### src/rtl/irq_latch_pkg.sv
package irq_latch_pkg;
  localparam int DIR_W          = 6;
  localparam int BYTE_W         = 8;
  localparam int SRC1_DRDY_BIT  = 4;
  localparam int SRC1_WAKE_BIT  = 1;
  localparam int STAT_INT_BIT   = 4;
  typedef logic [DIR_W-1:0]  dir_t;
  typedef logic [BYTE_W-1:0] byte_t;
endpackage

### src/rtl/irq_src_latch.sv
module irq_src_latch
  import irq_latch_pkg::*;
(
  input  logic  clk,
  input  logic  rst,
  input  logic  drdy_evt,
  input  logic  wake_evt,
  input  dir_t  wake_dir,
  input  logic  data_rd,
  input  logic  release_rd,
  output byte_t src1,
  output byte_t src2,
  output byte_t status
);
  logic drdy_q, wake_q, int_q;
  dir_t dir_q;

  always_ff @(posedge clk) begin
    if (rst) begin
      drdy_q <= 1'b0;
      wake_q <= 1'b0;
      int_q  <= 1'b0;
    end else begin
      if (drdy_evt)                   drdy_q <= 1'b1;
      else if (data_rd || release_rd) drdy_q <= 1'b0;
      if (wake_evt)                   wake_q <= 1'b1;
      else if (release_rd)            wake_q <= 1'b0;
      if (drdy_evt || wake_evt)       int_q  <= 1'b1;
      else if (data_rd || release_rd) int_q  <= 1'b0;
    end
  end

  // one latch cell per direction flag
  for (genvar i = 0; i < DIR_W; i++) begin : g_dir
    always_ff @(posedge clk) begin
      if (rst)                          dir_q[i] <= 1'b0;
      else if (wake_evt && wake_dir[i]) dir_q[i] <= 1'b1;
      else if (release_rd)              dir_q[i] <= 1'b0;
    end
  end

  always_comb begin
    src1 = '0;
    src1[SRC1_DRDY_BIT] = drdy_q;
    src1[SRC1_WAKE_BIT] = wake_q;
    src2 = '0;
    src2[DIR_W-1:0] = dir_q;
    status = '0;
    status[STAT_INT_BIT] = int_q;
  end


  drdy_clear_chk: assert property (@(posedge clk) disable iff (rst)
    (data_rd || release_rd) && !drdy_evt |=> !drdy_q);

  wake_hold_chk: assert property (@(posedge clk) disable iff (rst)
    wake_q && !release_rd |=> wake_q);

  dir_hold_chk: assert property (@(posedge clk) disable iff (rst)
    !release_rd && !wake_evt |=> $stable(dir_q));

  status_clear_chk: assert property (@(posedge clk) disable iff (rst)
    (data_rd || release_rd) && !drdy_evt && !wake_evt |=> !int_q);
endmodule

### src/rtl/irq_pulse_gen.sv
module irq_pulse_gen #(
  parameter int PULSE_CYCLES = 4000
) (
  input  logic clk,
  input  logic rst,
  input  logic trig,
  output logic active
);
  localparam int CNT_W = $clog2(PULSE_CYCLES + 1);
  localparam logic [CNT_W-1:0] LOAD = CNT_W'(PULSE_CYCLES);

  logic [CNT_W-1:0] cnt_q;

  always_ff @(posedge clk) begin
    if (rst)               cnt_q <= '0;
    else if (trig)         cnt_q <= LOAD;
    else if (cnt_q != '0)  cnt_q <= cnt_q - 1'b1;
  end

  assign active = (cnt_q != '0);


  pulse_start_chk: assert property (@(posedge clk) disable iff (rst)
    trig |=> active);

  pulse_idle_chk: assert property (@(posedge clk) disable iff (rst)
    !trig && !active |=> !active);
endmodule

### src/rtl/irq_pin_drive.sv
module irq_pin_drive (
  input  logic clk,
  input  logic rst,
  input  logic pin_en,
  input  logic pin_pol,
  input  logic level,
  output logic pin_q
);
  always_ff @(posedge clk) begin
    if (rst)         pin_q <= ~pin_pol;
    else if (pin_en) pin_q <= pin_pol ? level : ~level;
    else             pin_q <= ~pin_pol;
  end


  pin_off_chk: assert property (@(posedge clk) disable iff (rst)
    !pin_en |=> pin_q == !$past(pin_pol));
endmodule

### src/rtl/irq_latch_ctrl.sv
module irq_latch_ctrl #(
  parameter int PULSE_CYCLES = 4000
) (
  input  logic       clk,
  input  logic       rst,
  input  logic       sample_stb,
  input  logic       wake_stb,
  input  logic [5:0] wake_dir,
  input  logic       data_rd,
  input  logic       release_rd,
  input  logic       drdy_en,
  input  logic       pin_en,
  input  logic       pin_pol,
  input  logic       pin_pulse,
  output logic [7:0] src1,
  output logic [7:0] src2,
  output logic [7:0] status,
  output logic       irq_pin
);
  import irq_latch_pkg::*;

  logic drdy_evt, wake_evt;
  logic hold_q, arm_q;
  logic pulse_trig, pulse_active, level;

  assign drdy_evt = sample_stb && drdy_en;
  assign wake_evt = wake_stb;

  irq_src_latch u_src (
    .clk(clk), .rst(rst), .drdy_evt(drdy_evt), .wake_evt(wake_evt),
    .wake_dir(wake_dir), .data_rd(data_rd), .release_rd(release_rd),
    .src1(src1), .src2(src2), .status(status)
  );

  // latched-mode hold: only a release read drops it
  always_ff @(posedge clk) begin
    if (rst)                        hold_q <= 1'b0;
    else if (drdy_evt || wake_evt)  hold_q <= 1'b1;
    else if (release_rd)            hold_q <= 1'b0;
  end

  // wake one-shot arming for pulse mode
  always_ff @(posedge clk) begin
    if (rst)                         arm_q <= 1'b1;
    else if (wake_evt && pin_pulse)  arm_q <= 1'b0;
    else if (release_rd)             arm_q <= 1'b1;
  end

  assign pulse_trig = pin_pulse && (drdy_evt || (wake_evt && arm_q));

  irq_pulse_gen #(.PULSE_CYCLES(PULSE_CYCLES)) u_pulse (
    .clk(clk), .rst(rst), .trig(pulse_trig), .active(pulse_active)
  );

  assign level = pin_pulse ? pulse_active : hold_q;

  irq_pin_drive u_pin (
    .clk(clk), .rst(rst), .pin_en(pin_en), .pin_pol(pin_pol),
    .level(level), .pin_q(irq_pin)
  );


  disarm_hold_chk: assert property (@(posedge clk) disable iff (rst)
    !arm_q && !release_rd |=> !arm_q);

  hold_keep_chk: assert property (@(posedge clk) disable iff (rst)
    hold_q && !release_rd |=> hold_q);
endmodule

### config.mk
export PLATFORM = sky130hd
export DESIGN_NAME = irq_latch_ctrl
export DESIGN_NICKNAME = d
export VERILOG_FILES = /design/src/rtl/irq_latch_pkg.sv /design/src/rtl/irq_src_latch.sv /design/src/rtl/irq_pulse_gen.sv /design/src/rtl/irq_pin_drive.sv /design/src/rtl/irq_latch_ctrl.sv
export SDC_FILE = /design/constraint.sdc
export NUM_CORES = 1
export LEC_CHECK = 0
export BUFFER_PORTS_ARGS = -buffer_cell sky130_fd_sc_hd__clkbuf_2
export CORE_UTILIZATION = 40
export CTS_BUF_LIST = sky130_fd_sc_hd__clkbuf_4
export DETAILED_ROUTE_END_ITERATION = 7
export HOLD_SLACK_MARGIN = 0.02
export PLACE_DENSITY = 0.62
export SETUP_SLACK_MARGIN = 0.15
export SLEW_MARGIN = 20
export SYNTH_ARGS = -nofsm -noshare
export SYNTH_HDL_FRONTEND = slang
export SYNTH_HIERARCHICAL = 1
export SYNTH_SLANG_ARGS = --single-unit
### constraint.sdc
create_clock -name clk -period 3.7 [get_ports clk]
set_input_delay 0 -clock clk [delete_from_list [all_inputs] [get_ports clk]]
set_output_delay 0 -clock clk [all_outputs]
set_load 0.1 [all_outputs]
==> results.sh, run 1 <==
export IMPL_status="finished clean"
export IMPL_fin_nets=202
export IMPL_reg2reg_depth=8
export IMPL_multi_input_area_um2=683
export IMPL_powerDensity_mw_per_mm2=618
export IMPL_post_cts_resized=0
export IMPL_max_freq_mhz=366
export IMPL_worstHoldPathType="in2reg"
export IMPL_cts_sinks=24
export IMPL_crit_start="u_pulse/cnt_q[0]"
export IMPL_die_height_um=59.3
export IMPL_reg2reg_to="u_pin/pin_q"
export IMPL_synth_top_area_share_pct=36.6
export IMPL_clkTransAtPathRegs_ps=140
export IMPL_antenna_left=0
export IMPL_synth_ff_type="dfxtp_1"
export IMPL_worst_r2r_setup_slack_ps=970
export IMPL_cp_arrival_ps=2990
export IMPL_synth_edff_count=0
export IMPL_async_reset_ff_share_pct=0
export IMPL_fin_worst_skew_ps=13.2
export IMPL_drtIter0Drc=63
export IMPL_cp_start_kind="flop"
export IMPL_gp_congestion=0.871
export IMPL_worst_setup_path_type="reg2reg"
export IMPL_syn_to_final_growth_pct=18.8
export IMPL_synth_area_leader_cell="dfxtp_1"
export IMPL_layout_commonest_cell="clkbuf_2"
export IMPL_crit_fanout=11
export IMPL_avgSynthCellArea_um2=8.59
export IMPL_wl_per_cell_um=12.7
export IMPL_drc=0
export IMPL_rr_startpoint="u_pulse/cnt_q[0]"
export IMPL_cts_setup_buffers=0
export IMPL_grt_pass1_wl_um=4560
export IMPL_ys_seq_area_share_pct=36.6
export IMPL_antenna_found_initial=0
export IMPL_start_util_pct=42.7
export IMPL_regArea_um2=480
export IMPL_htree_levels=1
export IMPL_row_count=20
export IMPL_grt_overflow=0
export IMPL_synthCells=153
export IMPL_cts_buffer_depth=2
export IMPL_ys_seq_elements=24
export IMPL_cts_tree="done"
export IMPL_grt_max_degree=22
export IMPL_final_cell_mix="25 x clkbuf_2, 24 x dfxtp_1, 15 x conb_1"
export IMPL_rsz0062_at_grt="no"
export IMPL_finalInstanceArea_mm2=0.00156
export IMPL_dpl_cell_area_mm2=0.00138
export IMPL_p_leak_uw=0.000648
export IMPL_synthDistinctLibCells=41
export IMPL_peakVddDrop_mv=0.318
export IMPL_syn_cell_area_mm2=0.00131
export IMPL_grt_usage_pct=17.1
export IMPL_cp_data_required_time_ps=3960
export IMPL_vias=1191
export IMPL_clock_latency_ps=310
export IMPL_fillerInstances=293
export IMPL_wl_um=2900
export IMPL_root_buffer="clkbuf_4"
export IMPL_drive_above_1_share_pct=21.2
export IMPL_cts_buffers=3
export IMPL_drt_vias_per_instance=5.22
export IMPL_first_pass_iters=4
export IMPL_io_pins=41
export IMPL_holdBufCountCts=13
export IMPL_chipWidth_um=59.3
export IMPL_endpoint_kind="flop"
export IMPL_grt_pass1_vias=1055
export IMPL_slew_viol_final=0
export IMPL_coreArea_mm2=0.00308
export IMPL_setup_viol=0
export IMPL_finalCritPeriodShare_pct=73.8
export IMPL_maxCapViolations=0
export IMPL_antenna_cells=0
export IMPL_die_area_mm2=0.00352
export IMPL_hold_viol=0
export IMPL_period_minus_slack_ps=2730
export IMPL_yosysWarnings=6
export IMPL_critPathCapture="u_pin/pin_q"
export IMPL_slew_headroom_pct=40.7
export IMPL_port_buffers=25
export IMPL_ys_top_cells_by_area="dfxtp_1 37%, buf_4 10%, nand2b_1 6.7%, a21oi_1 5.0%, nor4_1 3.3%"
export IMPL_tightest_slew_ps=882
export IMPL_dp_hpwl_um=1860
export IMPL_fin_tns_setup_ps=0
==> cell families after synthesis <==
family,after synthesis,synth area share [%]
simple gates,55,26.9
compound gates,36,18.1
buf+inv,34,15.4
flops,24,36.6
fa+ha+maj,1,0.952
other cells,1,0.285
xor+xnor,1,0.667
mux,1,1.14
==> per-stage QoR <==
stage	cells	power (µW)	worst slack [ps]	util, %	hold WS, ps
2_1_floorplan	167	718	1610	-	69.4
4_1_cts	228	965	961	50.7	20.4
6_report	228	964	968	50.7	37.1
3_5_place_dp	211	763	1530	44.8	202
3_3_place_gp	211	755	1620	44.8	197
5_1_grt	228	1020	830	50.7	28.4
==> Yosys cell counts, drive strengths merged, types with 5 or more instances <==
| library cell | instances |
|---|---|
| or4 | 5 |
| nor4 | 7 |
| nand2 | 9 |
| clkbuf | 6 |
| nand2b | 14 |
| inv | 9 |
| a21oi | 13 |
| buf | 19 |
| dfxtp | 24 |
==> where the power goes <==
| group | internal [µW] | switching, µW | total [µW] |
|---|---|---|---|
| combinational | 137 | 279 | 416 |
| clock | 109 | 79.5 | 189 |
| sequential | 302 | 57.1 | 359 |
==> worst min path at each step <==
stage	depth (start not counted)	from	endpoint	slack (ps)
after CTS	3	wake_stb	u_src/src2[4]	20
after global placement	2	pin_pol	u_pin/pin_q	200
after detailed placement	2	pin_pol	u_pin/pin_q	200
after global routing	3	wake_stb	u_src/src2[4]	30
final	3	wake_stb	u_src/src2[4]	40
after floorplan	1	rst	hold_q	70
==> worst max-delay path, cell delays in order, from the launching register on <==
cell	delay, ps
dfxtp_1	380
inv_1	70
ha_1	240
or4b_4	570
or3_4	400
mux2_4	260
nand3b_1	90
xor2_1	130
dlygate4sd3_1	550
==> area by class of cell <==
type / instances / area share (%)
clock buffers: 3 / 1.44
clock inverters: 1 / 1.92
inverters: 9 / 2.17
multi-input cells: 109 / 43.8
flip-flops and latches: 24 / 30.8
well taps: 44 / 3.53
repair buffers: 38 / 16.4
==> registers in the layout, indices dropped and copies added, names as in the netlist <==
| name | count |
|---|---|
| arm_q | 1 |
| hold_q | 1 |
| u_pin/pin_q | 1 |
| u_pulse/cnt_q | 12 |
| u_src/drdy_q | 1 |
| u_src/int_q | 1 |
| u_src/src2 | 6 |
| u_src/wake_q | 1 |
==> layer usage <==
layer  track usage [%]  vias up  wire length [µm]
li1                  -      584                 -
met1              21.4      555              1270
met2              29.7       50              1400
met3              2.84        2               205
met4              5.44        0                20
met5                 0        -                 0
Power figures use the tool's default switching activity.
==> run 2, diff against run 1 <==
--- a/config.mk
+++ b/config.mk
@@ -5,12 +5,13 @@
 export SDC_FILE = /design/constraint.sdc
 export NUM_CORES = 1
 export LEC_CHECK = 0
+export ABC_AREA = 1
 export BUFFER_PORTS_ARGS = -buffer_cell sky130_fd_sc_hd__clkbuf_2
 export CORE_UTILIZATION = 40
 export CTS_BUF_LIST = sky130_fd_sc_hd__clkbuf_4
 export DETAILED_ROUTE_END_ITERATION = 7
 export HOLD_SLACK_MARGIN = 0.02
-export PLACE_DENSITY = 0.62
+export PLACE_DENSITY = 0.65
 export SETUP_SLACK_MARGIN = 0.15
 export SLEW_MARGIN = 20
 export SYNTH_ARGS = -nofsm -noshare
==> constraint.sdc (replaced) <==
create_clock -name clk -period 2.2 [get_ports clk]
set_input_delay 0 -clock clk [delete_from_list [all_inputs] [get_ports clk]]
set_output_delay 0 -clock clk [all_outputs]
set_load 0.1 [all_outputs]
==> results.sh, run 2 <==
export IMPL_fin_tns_setup_ps=0
export IMPL_root_buffer="clkbuf_4"
export IMPL_grt_usage_pct=15.5
export IMPL_ys_seq_area_share_pct=37.8
export IMPL_layout_setup_ws_ps=634
export IMPL_die_area_mm2=0.00341
export IMPL_antenna_cells=0
export IMPL_period_minus_slack_ps=1570
export IMPL_grt_max_degree=18
export IMPL_cts_setup_buffers=0
export IMPL_cts_tree="done"
export IMPL_cts_sinks=24
export IMPL_slew_headroom_pct=63.8
export IMPL_fillerInstances=321
export IMPL_peakVddDrop_mv=0.350
export IMPL_io_pins=41
export IMPL_largest_register="u_pulse/cnt_q"
export IMPL_final_cell_mix="46 x nand2_1, 25 x clkbuf_2, 24 x dfxtp_1"
export IMPL_tightest_slew_ps=546
export IMPL_fin_worst_skew_ps=4.01
export IMPL_ys_seq_elements=24
export IMPL_row_count=20
export IMPL_dp_slack_ps=640
export IMPL_drc=0
export IMPL_grt_pass1_wl_um=4130
export IMPL_status="finished clean"
export IMPL_ys_top_cells_by_area="dfxtp_1 38%, nand2_1 14%, buf_4 11%, inv_1 6.8%, a21oi_1 5.9%"
export IMPL_clkTransAtPathRegs_ps=140
export IMPL_layout_commonest_cell="nand2_1"
export IMPL_slowest_delay_ps=330
export IMPL_synth_area_leader_cell="dfxtp_1"
export IMPL_reg2reg_depth=9
export IMPL_vias=1119
export IMPL_synthCells=182
export IMPL_largest_reg_flops=12
export IMPL_cp_slowest_cell="dfxtp_1"
export IMPL_port_buffers=25
export IMPL_cts_buffers=3
export IMPL_slew_viol_final=0
export IMPL_async_reset_ff_share_pct=0
export IMPL_syn_cell_area_mm2=0.00127
export IMPL_start_util_pct=42.0
export IMPL_endpoint_kind="flop"
export IMPL_chipWidth_um=58.4
export IMPL_power_uw=1400
export IMPL_syn_to_final_growth_pct=17.0
export IMPL_hold_viol=0
export IMPL_avgSynthCellArea_um2=6.99
export IMPL_die_height_um=58.4
export IMPL_setup_viol=0
export IMPL_cp_start_kind="flop"
export IMPL_worstHoldPathType="in2reg"
export IMPL_holdPathStages=5
export IMPL_drt_vias_per_instance=4.30
export IMPL_maxCapViolations=0
export IMPL_rsz0062_at_grt="no"
export IMPL_crit_fanout=13
export IMPL_clock_latency_ps=310
export IMPL_grt_pass1_vias=968
export IMPL_utilization_pct=49.2
export IMPL_max_freq_mhz=639
export IMPL_synth_top_area_share_pct=37.8
export IMPL_holdBufCountCts=12
export IMPL_synth_most_common_cell="nand2_1"
export IMPL_p_leak_uw=0.000765
export IMPL_worst_setup_path_type="reg2reg"
export IMPL_wl_um=2330
export IMPL_synth_edff_count=0
export IMPL_dp_hpwl_um=1610
export IMPL_dpl_cell_area_mm2=0.00134
export IMPL_antenna_left=0
export IMPL_finalInstanceArea_mm2=0.00149
export IMPL_yosysWarnings=6
export IMPL_cp_data_required_time_ps=2420
export IMPL_finalCritPeriodShare_pct=71.2
export IMPL_powerDensity_mw_per_mm2=940
export IMPL_fin_nets=234
export IMPL_drive_above_1_share_pct=17.1
export IMPL_cts_buffer_depth=2
export IMPL_first_pass_iters=4
export IMPL_gp_congestion=0.732
export IMPL_drtIter0Drc=35
export IMPL_wl_per_cell_um=8.94
export IMPL_grt_overflow=0
export IMPL_synthDistinctLibCells=25
export IMPL_synthTopCellsByCount="46 x nand2_1, 24 x dfxtp_1, 23 x inv_1"
export IMPL_cp_arrival_ps=1790
export IMPL_post_cts_resized=0
export IMPL_cp_cell_sequence="inv_1 > ha_1 > nand2_2 > nor2_4 > nand2_2 > nand2_1 > o21ai_0 > nand4_1 > nand2_1"
export IMPL_htree_levels=1
export IMPL_synth_ff_type="dfxtp_1"
export IMPL_antenna_found_initial=0
export IMPL_coreArea_mm2=0.00303
==> run 2: cell types whose count changed after synthesis, moves of 7 or more <==
cell      before  now
nor2_1         3   17
nor4_1         7    0
nand3_1        0   13
nand2_1        9   46
inv_1          9   23
nand2b_1      14    0
==> run 2: worst max-delay path: cells and delay by family (launching register included) <==
family	cells	cell delay (ps)
AO/OA/AOI/OAI	1	100
adder cells (fa/ha/maj)	1	260
buffers and inverters	1	90
flip-flops	1	330
AND/OR/NAND/NOR	6	680
==> run 2: final timing paths <==
| kind | start | end | slack (ps) |
|---|---|---|---|
| max reg2reg | u_pulse/cnt_q[0] | u_pin/pin_q | 630 |
| min | drdy_en | hold_q | 20 |
| max | u_pulse/cnt_q[0] | u_pin/pin_q | 630 |
| min reg2reg | u_src/src2[5] | u_src/src2[5] | 470 |
==> run 2: logic make-up after synthesis <==
| kind of cell | Yosys count | synth area share, % |
|---|---|---|
| AND/OR/NAND/NOR | 86 | 29.4 |
| XOR/XNOR | 2 | 1.38 |
| adder cells (fa/ha/maj) | 1 | 0.983 |
| other | 1 | 0.295 |
| buffers and inverters | 46 | 20.2 |
| AO/OA/AOI/OAI | 22 | 10.0 |
| flip-flops | 24 | 37.8 |
==> run 2: layout make-up <==
class	instances	area, µm²	share of cell area (%)
clock buffers	3	22.5	1.51
clock inverters	1	3.75	0.252
well taps	44	55.1	3.70
inverters	25	93.8	6.30
flip-flops and latches	24	480	32.3
multi-input cells	126	588	39.5
repair buffers	37	245	16.5
==> run 2: stage by stage <==
| stage | instances | hold slack [ps] |
|---|---|---|
| after floorplan | 196 | 69.1 |
| after global placement | 244 | 244 |
| after detailed placement | 244 | 243 |
| after CTS | 260 | 20.2 |
| after global routing | 260 | 52.9 |
| final | 260 | 20.0 |
==> run 2: layer usage <==
layer  wire length [µm]  track usage, %
met5                  0               0
met4                 13            6.12
met3                 93            2.20
met2               1080            26.3
met1               1130            20.0
==> run 2: power breakdown <==
part	switching (µW)	total (µW)	internal [µW]
Combinational	452	640	188
Sequential	57.0	559	502
Clock	134	200	66.3
